==> config.mk <==
export PLATFORM = sky130hd
export DESIGN_NAME = abus_tenure_ctl
export DESIGN_NICKNAME = d
export VERILOG_FILES = /design/src/rtl/abt_pkg.sv /design/src/rtl/abt_grant_qual.sv /design/src/rtl/abt_tenure_fsm.sv /design/src/rtl/abt_req_gen.sv /design/src/rtl/abus_tenure_ctl.sv
export SDC_FILE = /design/constraint.sdc
export NUM_CORES = 1
export LEC_CHECK = 0
export BUFFER_PORTS_ARGS = -buffer_cell sky130_fd_sc_hd__buf_2
export CELL_PAD_IN_SITES_DETAIL_PLACEMENT = 1
export CELL_PAD_IN_SITES_GLOBAL_PLACEMENT = 1
export CORE_AREA = 2 2 39 41
export CTS_BUF_LIST = sky130_fd_sc_hd__clkbuf_8
export DETAILED_ROUTE_END_ITERATION = 16
export DIE_AREA = 0 0 41 43
export HOLD_SLACK_MARGIN = 0.02
export PLACE_DENSITY = 0.51
export SKIP_LAST_GASP = 1
export SYNTH_ARGS = -nofsm -noshare
export SYNTH_HDL_FRONTEND = slang
export SYNTH_SLANG_ARGS = --single-unit
==> constraint.sdc <==
create_clock -name clk_i -period 3.3 [get_ports clk_i]
set_input_delay 0.165 -clock clk_i [delete_from_list [all_inputs] [get_ports clk_i]]
set_output_delay 0.165 -clock clk_i [all_outputs]
set_load 0.02 [all_outputs]
==> src/rtl/abt_pkg.sv <==
package abt_pkg;
  typedef enum logic [1:0] {
    TS_IDLE = 2'd0,
    TS_OWN  = 2'd1,
    TS_REL  = 2'd2
  } ten_state_e;
endpackage

==> src/rtl/abt_grant_qual.sv <==
module abt_grant_qual (
  input  logic owner_i,
  input  logic pend_i,
  input  logic cancel_i,
  input  logic grant_i,
  input  logic abb_in_i,
  input  logic retry_i,
  output logic take_o
);
  logic window, qualified;
  // window opens in idle and in the release cycle after ack
  assign window    = ~owner_i;
  assign qualified = grant_i & ~abb_in_i & ~retry_i & window;
  assign take_o    = qualified & pend_i & ~cancel_i;
endmodule

==> src/rtl/abt_tenure_fsm.sv <==
module abt_tenure_fsm
  import abt_pkg::*;
(
  input  logic clk_i,
  input  logic rst_ni,
  input  logic take_i,
  input  logic ack_i,
  output logic owner_o,
  output logic own_nxt_o,
  output logic abb_o,
  output logic abb_oe_o,
  output logic start_o
);
  ten_state_e state_q, state_d;
  logic       start_q;

  always_comb begin
    state_d = state_q;
    unique case (state_q)
      TS_IDLE, TS_REL: state_d = take_i ? TS_OWN : TS_IDLE;
      TS_OWN:          state_d = ack_i ? TS_REL : TS_OWN;
      default:         state_d = TS_IDLE;
    endcase
  end

  always_ff @(posedge clk_i or negedge rst_ni) begin
    if (!rst_ni) begin
      state_q <= TS_IDLE;
      start_q <= 1'b0;
    end else begin
      state_q <= state_d;
      start_q <= take_i;
    end
  end

  assign owner_o   = (state_q == TS_OWN);
  assign own_nxt_o = (state_d == TS_OWN);
  assign abb_o     = owner_o;
  assign abb_oe_o  = owner_o | (state_q == TS_REL);
  assign start_o   = start_q;
endmodule

==> src/rtl/abt_req_gen.sv <==
module abt_req_gen (
  input  logic clk_i,
  input  logic rst_ni,
  input  logic pend_i,
  input  logic cancel_i,
  input  logic own_nxt_i,
  output logic req_o
);
  logic req_q;
  always_ff @(posedge clk_i or negedge rst_ni) begin
    if (!rst_ni) req_q <= 1'b0;
    else         req_q <= pend_i & ~cancel_i & ~own_nxt_i;
  end
  assign req_o = req_q;
endmodule

==> src/rtl/abus_tenure_ctl.sv <==
module abus_tenure_ctl (
  input  logic clk_i,
  input  logic rst_ni,
  input  logic pend_i,
  input  logic cancel_i,
  input  logic grant_i,
  input  logic abb_in_i,
  input  logic retry_i,
  input  logic ack_i,
  output logic bus_req_o,
  output logic abb_o,
  output logic abb_oe_o,
  output logic tenure_start_o
);
  logic owner, own_nxt, take;

  abt_grant_qual i_qual (
    .owner_i (owner),
    .pend_i  (pend_i),
    .cancel_i(cancel_i),
    .grant_i (grant_i),
    .abb_in_i(abb_in_i),
    .retry_i (retry_i),
    .take_o  (take)
  );

  abt_tenure_fsm i_fsm (
    .clk_i    (clk_i),
    .rst_ni   (rst_ni),
    .take_i   (take),
    .ack_i    (ack_i),
    .owner_o  (owner),
    .own_nxt_o(own_nxt),
    .abb_o    (abb_o),
    .abb_oe_o (abb_oe_o),
    .start_o  (tenure_start_o)
  );

  abt_req_gen i_req (
    .clk_i    (clk_i),
    .rst_ni   (rst_ni),
    .pend_i   (pend_i),
    .cancel_i (cancel_i),
    .own_nxt_i(own_nxt),
    .req_o    (bus_req_o)
  );
endmodule

# Word-level counts from Yosys, hierarchy flattened
# Index checks and enable logic that the tools add are counted.
# word_totals
ff_bits,4
in_bits,8
out_inout_bits,4
wordCells,24
# op_classes
n_eq_ne,3
mux,3
bitwise,13
reduce_logical,2
# op_table
op,count
$and 1x1->1,7
$not 1->1,5
$eq 2x1->1 const B,2
$pmux 2 s2,1
$eq 2x2->1 const B,1
$logic_not 2->1,1
$mux 2,1
$reduce_or 2->1,1
$mux 1,1
$or 1x1->1,1

# Longest topological paths before layout
# Gate-level depths: netlist (run 1).
# depth
depth_word,11
ltp_mapped,5

# By module
# A second synthesis (run 1) with hierarchy kept.
# unflattened
cells_unflattened,20
hier_area_um2,235.2
# by_module_without_submodules
mod,n_inst,cells_each,area_per_inst_um2,seq_area_each_um2
abt_tenure_fsm,1,16,176.4,75.1
abt_req_gen,1,2,37.5,25.0
abt_grant_qual,1,2,21.3,0.0

# Least setup slack after synthesis (run 1)
# OpenSTA, ideal clock, no wires.
# synth_timing
path_type,register to register
start,register i_fsm.state_q[0]
end,register i_fsm.state_q[0]
setup_ns,0.077
arrival_time_ns,1.178
t_required_ns,3.223
path_slack_ns,2.045
path_stages_with_launch,5
period_less_slack_ns,1.255
path_cell_list,dfrtp_1 > ha_1 > nor4b_4 > nand3b_1 > a21oi_1
# synth_via
elab_chain_cells,7
word_cells_on_any_way,10
classes_between,eq/ne: 2; mux: 2; bitwise: 4; reduce/logical: 2
# synth_lines
element,line,source
"start, declared",abt_tenure_fsm.sv:14,"ten_state_e state_q, state_d;"
"start signal, assigned",abt_tenure_fsm.sv:31,state_q <= state_d;
$eq 2x1->1 (*),abt_tenure_fsm.sv:36,assign owner_o = (state_q == TS_OWN);
net abb_o,abus_tenure_ctl.sv:11,"output logic abb_o,"
$not 1->1,abt_grant_qual.sv:12,assign window = ~owner_i;
$and 1x1->1,abt_grant_qual.sv:13,assign qualified = grant_i & ~abb_in_i & ~retry_i & window;
$and 1x1->1 (2 in series),abt_grant_qual.sv:14,assign take_o = qualified & pend_i & ~cancel_i;
$mux 1,abt_tenure_fsm.sv:20,"TS_IDLE, TS_REL: state_d = take_i ? TS_OWN : TS_IDLE;"
$pmux 2 s2 (*),abt_tenure_fsm.sv:19,unique case (state_q)
net i_fsm.state_d[0],abt_tenure_fsm.sv:14,
# The timed path passes the listed nets; every way through them passes the cells marked *.

# Worst setup path in the final report (run 1)
# layout_timing
start,register i_fsm.state_q[1]
end,output abb_o
# layout_via
elab_chain_cells,1
# layout_lines
element,line
$eq 2x1->1,abt_tenure_fsm.sv:36
"end, declared",abus_tenure_ctl.sv:11
# Every way passes these cells.

==> results of run 1 <==
repair_timing:
| action | CTS | global route |
|---|---|---|
| endpoints found under the hold margin | 4 | 0 |
| hold buffers | 1 | 0 |
| gates resized for setup | 0 | 0 |
layout make-up:
class                           count  area, um^2
Clock buffer                        3        41.3
Timing Repair Buffer               12        65.1
Fill cell                         164        1020
Tap cell                           16        20.0
Inverter                            2        7.51
Multi-Input combinational cell     15         130
Sequential cell                     4         100
per-stage QoR:
step                 util  instances  area, um^2  power, uW  worst slack [ns]
detailed placement  0.226         48         313       70.1              1.99
floorplan               -         21         238       61.8              2.04
CTS                 0.263         52         364        175              1.96
global route        0.263         52         364        182              1.83
global placement    0.226         48         313       69.6              2.05
finish              0.263         52         364        172              1.98
cell usage after synthesis:
cell | n | area [um^2]
sky130_fd_sc_hd__dfrtp_1 | 4 | 100
sky130_fd_sc_hd__ha_1 | 4 | 50.1
sky130_fd_sc_hd__a21oi_1 | 2 | 10.0
sky130_fd_sc_hd__inv_1 | 2 | 7.51
sky130_fd_sc_hd__nor2_1 | 2 | 7.51
sky130_fd_sc_hd__and2_1 | 1 | 6.26
sky130_fd_sc_hd__and2_2 | 1 | 7.51
sky130_fd_sc_hd__nand2b_1 | 1 | 6.26
sky130_fd_sc_hd__nand3b_1 | 1 | 7.51
sky130_fd_sc_hd__nor2b_1 | 1 | 6.26
sky130_fd_sc_hd__nor4b_4 | 1 | 23.8
sky130_fd_sc_hd__o21ai_0 | 1 | 5.00
routing by layer:
metal	part of all wire	up-vias	GRT usage
met5	0	-	0
met4	0.021	0	0.100
li1	-	98	-
met3	0.071	2	0.0471
met1	0.39	95	0.0852
met2	0.52	9	0.103
report_power, final:
| group | internal, uW | total [uW] | switching [uW] | leakage, uW |
|---|---|---|---|---|
| sequential | 51.0 | 51.7 | 0.735 | 0.0000545 |
| combinational | 8.91 | 18.2 | 9.34 | 0.000112 |
| clock | 77.6 | 102 | 23.9 | 0.0000216 |
| total | 138 | 172 | 34.0 | 0.000188 |
critical path, cell delays in order (launching register included):
cell	delay [ns]
sky130_fd_sc_hd__dfrtp_1	0.39
sky130_fd_sc_hd__inv_1	0.10
sky130_fd_sc_hd__ha_1	0.25
sky130_fd_sc_hd__buf_2	0.20
cell families (layout without fill, tap and decap cells):
logic type / after synthesis / count (layout)
AND/OR/NAND/NOR: 8 / 8
adder cells (fa/ha/maj): 4 / 4
flip-flops: 4 / 4
AO/OA/AOI/OAI: 3 / 3
buffers and inverters: 2 / 17
final timing paths:
check                      slack, ns        startpoint                to  cells past startpoint
max                             1.98  i_fsm.state_q[1]             abb_o                      3
min                             0.18             ack_i  i_fsm.state_q[1]                      2
max reg2reg                     2.00  i_fsm.state_q[1]  i_fsm.state_q[0]                      5
min reg2reg                     0.68  i_fsm.state_q[0]  i_fsm.state_q[0]                      2
max in group asynchronous       2.90            rst_ni     i_fsm.start_o                      2
min in group asynchronous       0.28            rst_ni  i_fsm.state_q[1]                      2
registers in the layout, summed over array words and instances, names as in the netlist:
| signal | flops |
|---|---|
| i_fsm.state_q | 2 |
| i_fsm.start_o | 1 |
| i_req.req_o | 1 |
==> parameters.txt, run 1 <==
Parameter                              Value

Status
  Result of the run ... finished clean

Drt
  DRC ... 0
  Number of nets with antenna violations after routing ... 0
  Final wirelength ... 481 um
  Via count ... slightly above 200
  Number of iterations in the first detailed-routing pass ... 2
  Number of DRC markers after the initial detailed-route iteration ... 3
  Wire length per cell after detailed routing ... 9.25 um
  Number of vias per cell after detailed routing ... 3.92

Power and ir drop
  Static leakage ... 0.000188 uW
  Pwr Density ... between 400 and 500 nW/um^2
  Highest ir drop seen on vdd ... about 0.16 mV

Logic synthesis
  Complex-gate fraction of the synthesized area ... 0.0632
  Mean instance size in the synthesized netlist ... 11.3 um^2
  Distinct cell type count of the synthesized netlist ... 12
  Mux cell area share after synthesis ... 0
  Main combinational cell family by area after synthesis ... simple AND/OR/NAND/NOR gates
  Syn nets ... 33
  Synthesized flop and latch total ... 4
  Gate Count Post-Synth ... 21
  Parity-gate share of the synthesized area counting xor and xnor cells ... 0
  Area of the mapped netlist ... approximately 240 um^2
  Synthesized-area fraction occupied by adder cells ... 0.211
  Portion of the post-synthesis area used by sequential elements ... 0.421
  Simple-gate portion of the synthesized area ... 0.274
  Total number of yosys warnings ... 0

STA
  Final-report max-slew violation count ... 0
  Final Critical Period ... ~1.3 ns
  TNS Setup ... 0 ns
  Fin. Hold Viols ... 0
  Slew @ Worst Pin ... 0.246 ns
  Final hold slack ... between 0.15 and 0.2 ns
  Relative slew slack ... 0.835
  Count of endpoints failing setup in the final report ... 0
  Final Cycle Share ... 0.401
  Setup repair after global routing missed its margin ... no
  Fmax ... 756 MHz
  Fin Clk Skew ... 0.00221 ns

Worst setup path
  Crit Path Category ... reg -> out
  CP required ... 3.13 ns
  Kind of end point of the critical path ... output port
  CP Launch Type ... register
  Crit path max fanout ... 4
  Arr. time, crit path ... 1.16 ns

Global route
  Maximum number of pins on one net before global-route repair ... 5
  Residual overflow from global routing ... 0
  Tot GR Track Use ... 0.0838
  Via count of the first global-routing pass ... 234
  Wire length of the first global-routing pass ... 869 um
  Antenna violations before repair ... 0

Cells and area
  Commonest non-fill, non-tap cell in the layout ... sky130_fd_sc_hd__buf_2
  Final net count ... 50
  Antenna fix cells ... 0
  Syn-to-layout area delta ... 53.2%
  Proportion of layout cells with a drive suffix above 1 ... 0.444
  Most frequent cells in the layout ... sky130_fd_sc_hd__buf_2 (11), sky130_fd_sc_hd__ha_1 (4), sky130_fd_sc_hd__dfrtp_1 (4)

Clock tree
  CTS tree ... built
  Clock slew seen by the registers of the worst setup and hold paths ... 0.03 ns
  CTS sink count ... 4
  H-tree level count ... 1
  Cell at the root of the clock tree ... sky130_fd_sc_hd__clkbuf_8
  Total CTS buffers ... 3
  Worst skew pair latency ... 0.22 ns
  Number of buffers inserted to repair setup after CTS ... 0
  Bufs on Longest Clock Path ... 2

Die
  Effective utilization at floorplan ... 0.172
  Die Height ... 43 um
  Core Footprint ... 1380 um^2
  Count of pins on the block boundary ... 12
  Die area ... roughly 1800 um^2
  Die width ... 41 um
  Standard-cell row count ... 14

Placement
  Quantity of I/O buffers inserted on ports ... 11
  Routability Congestion ... 0.736
  HPWL Detailed ... approximately 400 um

Min path
  Kind of path behind the tightest hold check ... in -> reg

Run
  Max-cap viol count ... 0
Note: power is estimated with default switching activity, not from simulation.
==> inputs of run 2 (changes only) <==
Clock period 3.3 ns to 1.25 ns, I/O delays scaled along.
==> run 2 against run 1 <==
  * Power rose to 2.7 times the previous value
  * Via count rose by 6.4%
  * Critical endpoint is now i_fsm.start_o
  * First-iteration DRC count fell by 67%
  * Combinational power rose to 3.3 times the previous value
  * Cell area rose by 13%
  * Sequential share of layout area fell by 2.9 points
  * Non-clock buffer count rose by 3
  * Core utilization rose by 3.4 points
  * Worst setup slack got worse by 2.0 ns
  * Wire length rose by 28%
==> parameters.txt, run 2 (same netlist as run 1, synthesis figures left out) <==
Parameter                              Value

Global route
  Maximum number of pins on one net before global-route repair ... 5 (unchanged)
  Antenna violations before repair ... 0 (unchanged)
  Tot GR Track Use ... 0.0988 (+0.0150)
  Residual overflow from global routing ... 0 (unchanged)
  Via count of the first global-routing pass ... 263 (+12%)
  Wire length of the first global-routing pass ... 1050 um (+21%)

STA
  Setup repair after global routing missed its margin ... yes
  Final-report max-slew violation count ... 0 (unchanged)
  Fin Clk Skew ... 0.00473 ns (+0.00252 ns)
  Minimum setup slack in the final design ... 0.00924 ns (-1.97 ns)
  TNS Setup ... 0 ns (unchanged)
  Count of endpoints failing setup in the final report ... 0 (unchanged)
  Final Critical Period ... 1.24 ns
  Relative slew slack ... 0.835 (about the same)
  Fin. Hold Viols ... 0 (unchanged)
  Final Cycle Share ... 0.993
  Slew @ Worst Pin ... 0.245 ns (-0.00124 ns)
  Fmax ... approximately 810 MHz

Die
  Standard-cell row count ... 14 (unchanged)
  Effective utilization at floorplan ... 0.172 (unchanged)
  Die Height ... 43 um (unchanged)
  Die area ... 1760 um^2 (unchanged)
  Core Footprint ... 1380 um^2 (unchanged)
  Die width ... 41 um (unchanged)
  Count of pins on the block boundary ... 12 (unchanged)

Status
  Result of the run ... finished clean

Drt
  WL met2 ... 352 um (+42%)
  Total routed wire length on the met1 layer ... 227 um (+21%)
  Final wirelength ... 615 um (+28%)
  Number of iterations in the first detailed-routing pass ... 3 (+1)
  Via count ... 217 (+6.4%)
  Number of nets with antenna violations after routing ... 0 (unchanged)
  Highest routed metal layer ... met3
  Wire length per cell after detailed routing ... 11.2 um (+21%)
  Wire length on met3 ... 35 um (+2.9%)
  DRC ... 0 (unchanged)
  Number of vias per cell after detailed routing ... 3.95 (+0.57%)
  Number of DRC markers after the initial detailed-route iteration ... 1 (-2)

Clock tree
  CTS sink count ... 4 (unchanged)
  CTS tree ... built
  Clock slew seen by the registers of the worst setup and hold paths ... 0.03 ns (about the same)
  Bufs on Longest Clock Path ... 2 (unchanged)
  Cell at the root of the clock tree ... sky130_fd_sc_hd__clkbuf_8
  H-tree level count ... 1 (unchanged)
  Total CTS buffers ... 3 (unchanged)
  Worst skew pair latency ... 0.22 ns (about the same)

Worst setup path
  Kind of end point of the critical path ... register
  Startpoint of the worst-slack reg-to-reg timing path ... i_fsm.state_q[0]
  Worst reg2reg endpoint ... i_fsm.start_o
  Reg-to-reg setup timing slack ... 0.009 ns (-1.99 ns)
  CP required ... 1.40 ns (-1.73 ns)
  CP Launch Type ... register
  Crit Path Category ... reg -> reg
  Worst setup path startpoint ... i_fsm.state_q[0]
  Crit path max fanout ... 3 (-1)
  Count of cells along the worst register-to-register path ... 4 (-1)
  Arr. time, crit path ... 1.39 ns (+0.23 ns)

Placement
  HPWL Detailed ... 479 um (+20%)
  Routability Congestion ... 0.719 (-2.3%)
  DP Worst Slack ... 0.0264 ns (-1.97 ns)
  Quantity of I/O buffers inserted on ports ... 11 (unchanged)

Cells and area
  Proportion of layout cells with a drive suffix above 1 ... 0.641 (+0.197)
  Register with the most flip-flops ... i_fsm.state_q
  Flip-flop count of the largest register after layout ... 2 (unchanged)
  Syn-to-layout area delta ... 73.2%
  Most frequent cells in the layout ... sky130_fd_sc_hd__buf_2 (11), sky130_fd_sc_hd__ha_1 (3), sky130_fd_sc_hd__clkbuf_8 (3), sky130_fd_sc_hd__dfrtp_1 (3), sky130_fd_sc_hd__buf_4 (3)
  Final Core Density ... 0.297 (+0.0344)
  Filler cell count ... 166 (+1.2%)
  Antenna fix cells ... 0 (unchanged)
  Area used by multi-input combinational logic ... 154 um^2 (+18%)
  Area taken by flip-flops and latches ... 101 um^2 (+1.2%)
  Commonest non-fill, non-tap cell in the layout ... sky130_fd_sc_hd__buf_2
  Final net count ... 53 (+6.0%)

Run
  Max-cap viol count ... 0 (unchanged)

Min path
  Number of instances on the worst hold path ... 2 (unchanged)
  Startpoint of the most critical hold path ... ack_i
  Kind of path behind the tightest hold check ... in -> reg
  Worst Hold Path EP ... i_fsm.state_q[1]

Power and ir drop
  Highest ir drop seen on vdd ... 0.454 mV (+180%)
  Pwr Density ... 1130 nW/um^2 (+140%)
  Total power ... 466 uW (+170%)
  Static leakage ... 0.000204 uW (+8.3%)
==> run 2: cell count changes in the layout (fill, tap and decap cells not counted), sizes merged <==
cell / before / now
buf: 11 / 14
==> run 2: metrics by stage <==
| step | cells | hold slack (ns) | instance area, um^2 |
|---|---|---|---|
| global route | 55 | 0.0767 | 412 |
| global placement | 50 | -0.131 | 330 |
| finish | 55 | 0.0747 | 412 |
| floorplan | 21 | -0.233 | 240 |
| detailed placement | 50 | -0.126 | 330 |
| CTS | 54 | 0.0736 | 392 |
==> run 2: critical path, stage by stage (launching register included) <==
cell                      delay (ns)
sky130_fd_sc_hd__dfrtp_2        0.42
sky130_fd_sc_hd__ha_4           0.19
sky130_fd_sc_hd__nor4b_4        0.28
sky130_fd_sc_hd__buf_4          0.16
sky130_fd_sc_hd__and2_4         0.12
==> run 2: area by class of cell <==
class	count	area share
timing repair buffer	15	0.213
multi-input combinational	15	0.374
tap	16	0.0486
sequential	4	0.246
clock buffer	3	0.100
inverter	2	0.0182
==> run 2: where the power goes <==
group / internal (uW) / total, uW / leakage [uW] / switching, uW
registers: 135 / 137 / 0.0000529 / 2.62
logic: 30.2 / 60.1 / 0.000129 / 29.9
clock network: 205 / 269 / 0.0000216 / 64.0
==> run 2: worst max-delay path by stage <==
stage	depth (start not counted)	slack, ns	to
2_1_floorplan	5	0.08	i_fsm.state_q[0]
3_3_place_gp	4	0.09	i_fsm.state_q[0]
3_5_place_dp	5	0.03	i_fsm.state_q[0]
4_1_cts	3	0.003	abb_oe_o
5_1_grt	5	-0.03	i_fsm.state_q[0]
6_report	4	0.009	i_fsm.start_o
==> run 2: layer usage <==
layer	up-vias	global-route usage
met2	9	0.153
met1	104	0.0912
li1	104	-
met3	0	0.0314
met4	0	0.100
met5	-	0
==> run 2: what timing repair did <==
item / 4_1_cts / 5_1_grt
resized for setup: 1 / 6
hold buffers: 1 / 0
pin swaps: 0 / 3
endpoints found under the setup margin: 1 / 4
buffers inserted: 0 / 1
endpoints found under the hold margin: 4 / 0
